<file path="config.mk">
export PLATFORM = sky130hd
export DESIGN_NAME = prescale_ref_timer
export DESIGN_NICKNAME = d
export VERILOG_FILES = /design/src/rtl/ptmr_pkg.sv /design/src/rtl/ptmr_prescaler.sv /design/src/rtl/ptmr_counter.sv /design/src/rtl/prescale_ref_timer.sv
export SDC_FILE = /design/constraint.sdc
export NUM_CORES = 1
export LEC_CHECK = 0
export BUFFER_PORTS_ARGS = -buffer_cell sky130_fd_sc_hd__buf_2
export CAP_MARGIN = 20
export CORE_ASPECT_RATIO = 0.9
export CORE_MARGIN = 2
export CORE_UTILIZATION = 45
export CTS_CLUSTER_DIAMETER = 40
export DETAILED_ROUTE_END_ITERATION = 6
export PLACE_DENSITY = 0.76
export SLEW_MARGIN = 20
export SYNTH_ARGS = -nofsm -noshare
export SYNTH_HDL_FRONTEND = slang
export SYNTH_HIERARCHICAL = 1
export SYNTH_SLANG_ARGS = --single-unit
</file>
<file path="constraint.sdc">
create_clock -name clk -period 4.4 [get_ports clk]
set_clock_uncertainty 0.05 [all_clocks]
set_input_delay 0 -clock clk [delete_from_list [all_inputs] [get_ports clk]]
set_output_delay 0 -clock clk [all_outputs]
set_load 0.1 [all_outputs]
</file>
<file path="src/rtl/ptmr_pkg.sv">
`timescale 1ns/1ps
package ptmr_pkg;
  localparam logic [4:0] OFF_MODE = 5'h00;
  localparam logic [4:0] OFF_REF  = 5'h04;
  localparam logic [4:0] OFF_CAP  = 5'h08;
  localparam logic [4:0] OFF_CNT  = 5'h0C;
  localparam logic [4:0] OFF_EVT  = 5'h11;

  localparam int MB_EN      = 0;
  localparam int MB_SRC_LSB = 1;
  localparam int MB_RESTART = 3;
  localparam int MB_IE      = 4;
  localparam int MB_PSC_LSB = 8;

  typedef enum logic [1:0] {
    SRC_OFF   = 2'd0,
    SRC_SYS   = 2'd1,
    SRC_SLOW  = 2'd2,
    SRC_RSVD  = 2'd3
  } src_sel_e;

  function automatic logic src_runs(input logic [1:0] sel);
    return (sel == SRC_SYS) || (sel == SRC_SLOW);
  endfunction
endpackage

</file>
<file path="src/rtl/ptmr_prescaler.sv">
`timescale 1ns/1ps
module ptmr_prescaler #(
  parameter int PSC_W    = 8,
  parameter int EXT_LOG2 = 4
) (
  input  logic             clk,
  input  logic             rst_n,
  input  logic             run,
  input  logic             restart,
  input  logic [PSC_W-1:0] psc,
  input  logic             slow,
  output logic             tick
);
  localparam int PW = PSC_W + EXT_LOG2;

  function automatic logic [PW-1:0] last_phase(input logic [PSC_W-1:0] p,
                                               input logic s);
    logic [PW:0] d;
    d = {{(EXT_LOG2+1){1'b0}}, p} + 1'b1;
    if (s) d = d << EXT_LOG2;
    d = d - 1'b1;
    return d[PW-1:0];
  endfunction

  logic [PW-1:0] phase_q;
  logic [PW-1:0] phase_end;

  assign phase_end = last_phase(psc, slow);
  assign tick      = run && !restart && (phase_q == phase_end);

  always_ff @(posedge clk or negedge rst_n) begin
    if (!rst_n)               phase_q <= '0;
    else if (!run || restart) phase_q <= '0;
    else if (tick)            phase_q <= '0;
    else                      phase_q <= phase_q + 1'b1;
  end
endmodule

</file>
<file path="src/rtl/ptmr_counter.sv">
`timescale 1ns/1ps
module ptmr_counter #(
  parameter int CNT_W = 16
) (
  input  logic             clk,
  input  logic             rst_n,
  input  logic             tick,
  input  logic             restart_en,
  input  logic [CNT_W-1:0] ref_val,
  input  logic             load,
  input  logic [CNT_W-1:0] load_val,
  output logic [CNT_W-1:0] count,
  output logic             hit
);
  function automatic logic [CNT_W-1:0] advance(input logic [CNT_W-1:0] c,
                                               input logic at_ref,
                                               input logic rs);
    if (rs && at_ref) return '0;
    return c + 1'b1;
  endfunction

  logic at_ref;
  assign at_ref = (count == ref_val);
  assign hit    = tick && at_ref;

  always_ff @(posedge clk or negedge rst_n) begin
    if (!rst_n)    count <= '0;
    else if (load) count <= load_val;
    else if (tick) count <= advance(count, at_ref, restart_en);
  end
endmodule

</file>
<file path="src/rtl/prescale_ref_timer.sv">
`timescale 1ns/1ps
module prescale_ref_timer #(
  parameter int ADDR_W   = 5,
  parameter int CNT_W    = 16,
  parameter int PSC_W    = 8,
  parameter int EXT_LOG2 = 4
) (
  input  logic              clk,
  input  logic              rst_n,
  input  logic              wr_en,
  input  logic [ADDR_W-1:0] addr,
  input  logic [CNT_W-1:0]  wdata,
  output logic [CNT_W-1:0]  rdata,
  output logic              irq
);
  import ptmr_pkg::*;

  logic [CNT_W-1:0] mode_q, ref_q, cap_q, count;
  logic [1:0]       ev_q;
  logic mode_wr, ref_wr, cap_wr, cnt_load, ev_wr;
  logic run, tick, hit, ie, restart_en, ev_ref, ev_clr_ref, pre_restart;
  logic [1:0] src;

  assign mode_wr  = wr_en && (addr == OFF_MODE);
  assign ref_wr   = wr_en && (addr == OFF_REF);
  assign cap_wr   = wr_en && (addr == OFF_CAP);
  assign cnt_load = wr_en && (addr == OFF_CNT);
  assign ev_wr    = wr_en && (addr == OFF_EVT);

  assign src         = mode_q[MB_SRC_LSB +: 2];
  assign run         = mode_q[MB_EN] && src_runs(src);
  assign ie          = mode_q[MB_IE];
  assign restart_en  = mode_q[MB_RESTART];
  assign pre_restart = mode_wr || ref_wr || cnt_load;
  assign ev_ref      = ev_q[1];
  assign ev_clr_ref  = ev_wr && wdata[1];

  ptmr_prescaler #(.PSC_W(PSC_W), .EXT_LOG2(EXT_LOG2)) u_pre (
    .clk     (clk),
    .rst_n   (rst_n),
    .run     (run),
    .restart (pre_restart),
    .psc     (mode_q[MB_PSC_LSB +: PSC_W]),
    .slow    (src == SRC_SLOW),
    .tick    (tick)
  );

  ptmr_counter #(.CNT_W(CNT_W)) u_cnt (
    .clk        (clk),
    .rst_n      (rst_n),
    .tick       (tick),
    .restart_en (restart_en),
    .ref_val    (ref_q),
    .load       (cnt_load),
    .load_val   (wdata),
    .count      (count),
    .hit        (hit)
  );

  always_ff @(posedge clk or negedge rst_n) begin
    if (!rst_n) begin
      mode_q <= '0;
      ref_q  <= '0;
      cap_q  <= '0;
      ev_q   <= '0;
    end else begin
      if (mode_wr) begin
        mode_q <= wdata;
        if (mode_q[MB_EN] && !wdata[MB_EN]) ref_q <= '0;
      end
      if (ref_wr) ref_q <= wdata;
      if (cap_wr) cap_q <= wdata;
      ev_q[0] <= ev_q[0] && !(ev_wr && wdata[0]);
      ev_q[1] <= hit || (ev_q[1] && !ev_clr_ref);
    end
  end

  always_comb begin
    case (addr)
      OFF_MODE: rdata = mode_q;
      OFF_REF:  rdata = ref_q;
      OFF_CAP:  rdata = cap_q;
      OFF_CNT:  rdata = count;
      OFF_EVT:  rdata = {{(CNT_W-2){1'b0}}, ev_q};
      default:  rdata = '0;
    endcase
  end

  assign irq = ie && ev_ref;
endmodule

</file>
==> results of run 1 <==
==> area by class of cell <==
cell class | instances | area [um2]
Clock buffer | 11 | 243
Clock inverter | 5 | 58.8
Fill cell | 1024 | 5430
Inverter | 13 | 48.8
Multi-Input combinational cell | 393 | 3110
Sequential cell | 78 | 1950
Tap cell | 156 | 195
Timing Repair Buffer | 66 | 447
==> sequential cells by signal (all words and copies together), names as in the netlist <==
| signal | cells |
|---|---|
| u_cnt/count | 16 |
| mode_q | 16 |
| cap_q | 16 |
| ref_q | 16 |
| ev_q | 2 |
| u_pre/phase_q | 12 |
==> critical path, stage by stage (launching register included) <==
cell and delay [ns]:
dfrtp_1 0.37, inv_1 0.05, ha_1 0.24, or2_2 0.31, ha_1 0.25, xnor2_1 0.19
or3_1 0.32, a21boi_0 0.21, o21ai_0 0.12, a221oi_1 0.32, o31ai_1 0.18, nor4_4 0.19
inv_1 0.09, or4_1 0.50, o211ai_1 0.11, a21oi_1 0.06, mux2_2 0.27
==> routing by layer <==
metal | share of wire (%) | GRT usage, % | vias up
met5 | 0 | 0 | -
met4 | 2.0 | 9.52 | 0
met3 | 7.3 | 5.37 | 26
met2 | 46 | 35.0 | 194
met1 | 44 | 30.4 | 2167
li1 | - | - | 2027
==> where the power goes <==
group	internal (mW)	switching (mW)	leakage, nW
logic	0.329	0.373	1.56
clock network	0.455	0.297	0.142
registers	0.826	0.137	0.986
total	1.61	0.807	2.69
==> timing repair <==
action | in CTS | in global routing
buffers inserted | 0 | 0
hold buffers | 18 | 0
endpoints found under the hold margin | 142 | 0
==> cell families (layout without fill, tap and decap cells) <==
group                      Yosys count  after routing  share of synthesized area [%]
xor gates and xnor gates            44             44                           7.25
DFF                                 78             78                           36.7
AOI/OAI and AO/OA                  112            112                           16.7
muxes                               54             54                           12.4
and+or+nand+nor                    178            178                           20.8
buffers and inverters               45             95                           4.87
adders and majority gates            5              5                           1.18
==> worst paths after layout <==
kind | to | slack (ns) | cells past startpoint
setup / recovery | u_cnt/count[10] | 0.47 | 16
hold / removal | ref_q[0] | 0.06 | 4
setup reg to reg | u_cnt/count[10] | 0.47 | 16
hold reg to reg | mode_q[5] | 0.46 | 1
max in group asynchronous | cap_q[13] | 3.62 | 2
min in group asynchronous | u_pre/phase_q[5] | 0.21 | 2
==> cells in the final DEF (no fill, tap or decap), types with 3 or more instances in the layout <==
cell and n:
nor4_1 3, a32oi_1 6, buf_4 8, and2_1 5, nand3_1 19, xor2_1 15
nand2b_1 5, nand3b_1 8, a2bb2oi_1 4, dfrtp_1 78, o21ai_0 18, or4_1 6
dlygate4sd3_1 18, and3_1 12, mux2_4 20, xnor2_1 29, nor3_2 8, a31oi_1 5
a221o_1 7, mux2_2 15, nor2b_1 10, clkbuf_16 9, buf_2 39, nand4_1 9
a21oi_1 12, or3_1 7, inv_1 13, nor3_1 11, a221o_2 9, nand2_1 21
mux2i_1 18, ha_1 5, a22o_1 19, nor2_1 29
==> stage by stage <==
step	std cells	worst slack (ns)	hold slack (ns)	util, %	instance area, um2
after floorplan	516	0.210	-0.346	-	5320
after global placement	688	0.713	0.167	48.5	5570
after detailed placement	688	0.546	0.172	48.5	5570
after CTS	722	0.509	0.0643	52.7	6050
after global routing	722	0.222	0.0880	52.7	6050
final	722	0.470	0.0646	52.7	6050
==> summary.md, run 1 <==
| Metric | Value |
|---|---|
| Run status | `complete, no violations` |
| Max Cap Viol | `0` |
| Final GP Congestion | `0.864` |
| Synth area leaders | `dfrtp_1 37%, mux2_4 5.6%, xnor2_1 4.8%, mux2i_1 3.4%, mux2_2 3.2%` |
| CTS tree | `yes` |
| Post-synth top area cell | `dfrtp_1` |
| Final Max Tran Viols | `0` |
| TritonCTS Buffers | `9` |
| Worst Setup SP | `mode_q[1]` |
| Die X | `119 um` |
| DR WL/cell | `19.2 um` |
| Starting Density | `46.3%` |
| Largest net degree at the start of global routing | `79` |
| Post-synth top area share | `36.7%` |
| Tot Pwr | `2.42 mW` |
| Post-synth top cells | `78 x dfrtp_1, 29 x nor2_1, 29 x xnor2_1, 21 x nand2_1, 20 x mux2_4` |
| Average footprint of a synthesized cell | `10.3 um2` |
| Setup Viol. Count Final | `0` |
| Initial antenna violation count | `0` |
| Fraction of layout cells with a size suffix above 1 | `23.5%` |
| Worst-skew pair later-pin latency | `0.34 ns` |
| Data arrival, critical path | `4.10 ns` |
| First-pass GRT wire length | `22.9 mm` |
| WL final | `13.9 mm` |
| Clock-pin slew on the worst setup and hold paths | `0.06 ns` |
| Std-Cell Rows | `37` |
| Post-synth top flop | `dfrtp_1` |
| Clk buf depth | `2` |
| CP Capture Type | `flip-flop` |
| Vias in the first global route | `4,532` |
| Ant diodes | `0` |
| I/O Buffers | `40` |
| Crit Path Category | `flip-flop to flip-flop` |
| Number of flops mapped to enable cells by yosys | `0` |
| Area Growth Syn to Fin | `13.8%` |
| Final hold violations | `0` |
| Dpl hpwl | `9.36 mm` |
| Minimum clock period | `3.93 ns` |
| Gr usage total | `22.6%` |
| RSZ-0062 raised after global routing | `false` |
| Die Ht | `107 um` |
| Count of cell types in the netlist | `79` |
| Setup tns final | `0 ns` |
| Fraction of registers with async set/reset | `100%` |
| DRT Pass-1 Iters | `7` |
| Worst Tran Pin Value | `0.989 ns` |
| LEAKAGE | `2.69 nW` |
| Root Buffer | `clkbuf_16` |
| HP Class | `primary input to flip-flop` |
| Peak Freq | `0.254 GHz` |
| R2r startpoint | `mode_q[1]` |
| Seq cells post-synth | `78` |
| Fin nets | `590` |
| Pwr Density | `399 mW/mm2` |
| Synth Instances | `516` |
| Die area | `0.0127 mm2` |
| DR vias | `4,414` |
| CP max FO | `6` |
| Post-CTS Resized | `0` |
| Final period utilization | `89.3%` |
| Hold_sp | `addr[3]` |
| Post-synthesis sequential area ratio | `36.7%` |
| GRT overflow | `0` |
| Cell Area, Synth | `0.00532 mm2` |
| IO Count | `41` |
| Worst EP required | `4.57 ns` |
| Kind of start point of the critical path | `flip-flop` |
| Rel. slew slack | `34.0%` |
| Post-route DRC | `0` |
| First-iteration detailed-routing DRC count | `346` |
| CTS Sinks | `78` |
| Synthesis Warnings | `6` |
| Post-synthesis net count | `545` |
| Max VDD drop | `0.261 mV` |
| Core Box Area | `0.0115 mm2` |
| # H-tree levels | `3` |
| Via/cell ratio | `6.11` |
| Cell with the most instances after synthesis | `dfrtp_1` |
| Antenna Nets Post-Route | `0` |
No activity file was read; power rests on OpenSTA's default activity.
==> run 2: changes to the inputs <==
- PLACE_DENSITY: 0.76 -> 0.74
- TNS_END_PERCENT: default -> 100
- clock period: 4.4 -> 4.1 ns (I/O delays scaled with it)
==> run 2 against run 1 <==
Net effect: routed wire length increased by 0.45%; sequential share of layout area decreased by 0.32 points; worst hold slack improved by 0.0049 ns; worst setup slack got worse by 0.25 ns; critical path depth decreased by 1; core utilization increased by 0.56 points; critical path type unchanged; largest power group unchanged.
==> summary.md, run 2 (same netlist as run 1, synthesis figures left out) <==
| Metric | Value |
|---|---|
| HP Class | `primary input to flip-flop` |
| Worst Hold Depth | `4 (unchanged)` |
| Die area | `0.0127 mm2 (unchanged)` |
| Final Hold Slack | `0.0694 ns (+0.00486 ns)` |
| Crit Path Category | `flip-flop to flip-flop` |
| First-iteration detailed-routing DRC count | `410 (+18%)` |
| Max stage delay cell, worst path | `or4_1` |
| Minimum clock period | `3.88 ns (-0.0477 ns)` |
| CP cell instances | `ha_4 > or2_2 > ha_4 > xnor2_2 > or3_1 > a21boi_0 > o21ai_0 > a221oi_1 > o31ai_1 > nor4_4 > inv_2 > or4_1 > o211ai_1 > a21oi_1 > mux2_2` |
| Sw Share | `34.2% (+0.75 points)` |
| Die X | `119 um (unchanged)` |
| Final Max Tran Viols | `0 (unchanged)` |
| Largest net degree at the start of global routing | `79 (unchanged)` |
| Most frequent cells in the layout | `77 x dfrtp_1, 39 x buf_2, 29 x nor2_1` |
| Crit-path most repeated cell | `ha_4` |
| Data arrival, critical path | `4.06 ns (-0.04 ns)` |
| FF-to-FF path depth | `15 (-1)` |
| Rel. slew slack | `40.2% (+6.2 points)` |
| Max Cap Viol | `0 (unchanged)` |
| GRT overflow | `0 (unchanged)` |
| Setup Buffers After CTS | `0 (unchanged)` |
| Antenna Nets Post-Route | `0 (unchanged)` |
| WL final | `13.9 mm (+0.45%)` |
| Int Power | `1.74 mW (+8.0%)` |
| RSZ-0062 raised after global routing | `false` |
| Fraction of layout cells with a size suffix above 1 | `25.3% (+1.8 points)` |
| DRT Pass-1 Iters | `5 (-2)` |
| Setup Viol. Count Final | `0 (unchanged)` |
| Initial antenna violation count | `1 (+1)` |
| Gr usage total | `22.6% (-0.031 points)` |
| Clock-pin slew on the worst setup and hold paths | `0.06 ns (about the same)` |
| Pwr Density | `432 mW/mm2 (+8.1%)` |
| LEAKAGE | `2.70 nW (+0.39%)` |
| Worst setup margin | `0.217 ns (-0.252 ns)` |
| Starting Density | `46.3% (unchanged)` |
| Final hold violations | `0 (unchanged)` |
| Final period utilization | `94.7% (+5.4 points)` |
| CTS tree | `yes` |
| Area occupied by multi-input gates | `0.00317 mm2 (+1.9%)` |
| Post-route DRC | `0 (unchanged)` |
| Commonest non-fill, non-tap cell in the layout | `dfrtp_1` |
| # H-tree levels | `3 (unchanged)` |
| I/O Buffers | `40 (unchanged)` |
| Peak Freq | `0.258 GHz (+1.2%)` |
| CP Capture Type | `flip-flop` |
| DR vias | `4,365 (-1.1%)` |
| Flop pwr share | `39.5% (-0.3 points)` |
| Vias in the first global route | `4,270 (-5.8%)` |
| Max VDD drop | `0.200 mV (-23%)` |
| Core Box Area | `0.0115 mm2 (unchanged)` |
| Root Buffer | `clkbuf_16` |
| Worst Tran Pin Value | `0.897 ns (-0.0928 ns)` |
| Logic pwr share | `29.1% (about the same)` |
| Final GP Congestion | `0.871 (+0.78%)` |
| Worst-skew pair later-pin latency | `0.34 ns (about the same)` |
| Std-Cell Rows | `37 (unchanged)` |
| Die Ht | `107 um (unchanged)` |
| Non-Filler Cell Area, Final | `0.00612 mm2 (+1.1%)` |
| Dpl cell area | `0.00560 mm2 (+0.58%)` |
| Area Growth Syn to Fin | `15.0%` |
| First-pass GRT wire length | `22.7 mm (-0.87%)` |
| Setup tns final | `0 ns (unchanged)` |
| Slowest cell delay on critical path | `0.51 ns (about the same)` |
| Fin nets | `590 (unchanged)` |
| Dpl hpwl | `9.61 mm (+2.6%)` |
| TritonCTS Buffers | `9 (unchanged)` |
| Worst EP required | `4.27 ns (-0.30 ns)` |
| Run status | `complete, no violations` |
| FF/Latch Area | `0.00195 mm2 (about the same)` |
| DR WL/cell | `19.3 um (+0.32%)` |
| Post-Place Setup Slack | `0.173 ns (-0.373 ns)` |
| IO Count | `41 (unchanged)` |
| Fillers | `1,034 (+0.98%)` |
| CTS Sinks | `78 (unchanged)` |
| Final core occ | `53.3% (+0.56 points)` |
| Clk buf depth | `2 (unchanged)` |
| Kind of start point of the critical path | `flip-flop` |
| Switching pwr | `0.902 mW (+12%)` |
| Clock share of power | `31.4% (+0.3 points)` |
| Via/cell ratio | `6.04 (-1.2%)` |
| CP max FO | `4 (-2)` |
## run 2: worst paths after layout
path	from	endpoint	slack (ns)
setup / recovery	mode_q[2]	u_cnt/count[10]	0.22
hold / removal	addr[3]	ref_q[0]	0.07
setup reg to reg	mode_q[2]	u_cnt/count[10]	0.22
hold reg to reg	ev_q[0]	ev_q[0]	0.46
max in group asynchronous	rst_n	cap_q[15]	3.26
min in group asynchronous	rst_n	u_pre/phase_q[4]	0.21
## run 2: worst max-delay path, delay by kind of cell, from the launching register on
family / cells / cell delay, ns
compound gates: 6 / 0.94
xor+xnor: 1 / 0.15
fa+ha+maj: 2 / 0.37
buf+inv: 1 / 0.06
flops: 1 / 0.42
mux: 1 / 0.28
simple gates: 4 / 1.49
## run 2: stage by stage
stage	total power, mW	cells
floorplan	1.60	516
global placement	1.75	688
detailed placement	1.78	688
CTS	2.64	722
global route	2.77	723
finish	2.64	723
## run 2: power by group through the flow
| stage | Clock, mW | Combinational, mW | Sequential (mW) |
|---|---|---|---|
| CTS | 0.845 | 0.756 | 1.04 |
| floorplan | 0 | 0.605 | 0.992 |
| global route | 0.874 | 0.837 | 1.06 |
| global placement | 0 | 0.709 | 1.04 |
| finish | 0.828 | 0.769 | 1.04 |
| detailed placement | 0 | 0.736 | 1.05 |
## run 2: cell type report
class | count | area share, %
clock buffer | 9 | 3.68
inverter | 13 | 0.798
timing repair buffer | 66 | 7.30
clock inverter | 7 | 1.27
sequential | 78 | 31.9
tap | 156 | 3.19
multi-input combinational | 393 | 51.8
antenna | 1 | 0.0409
## run 2: timing repair
action | CTS | global route
hold buffers | 18 | 0
gates resized for setup | 0 | 5
setup endpoints to repair | 0 | 5
hold endpoints to repair | 144 | 0
## run 2: metal layers
| layer | GRT usage, % | up-vias | routed length (um) |
|---|---|---|---|
| li1 | - | 2028 | - |
| met1 | 31.6 | 2178 | 6410 |
| met2 | 35.6 | 142 | 6500 |
| met3 | 4.15 | 17 | 808 |
| met4 | 6.89 | 0 | 222 |
| met5 | 0 | - | 0 |
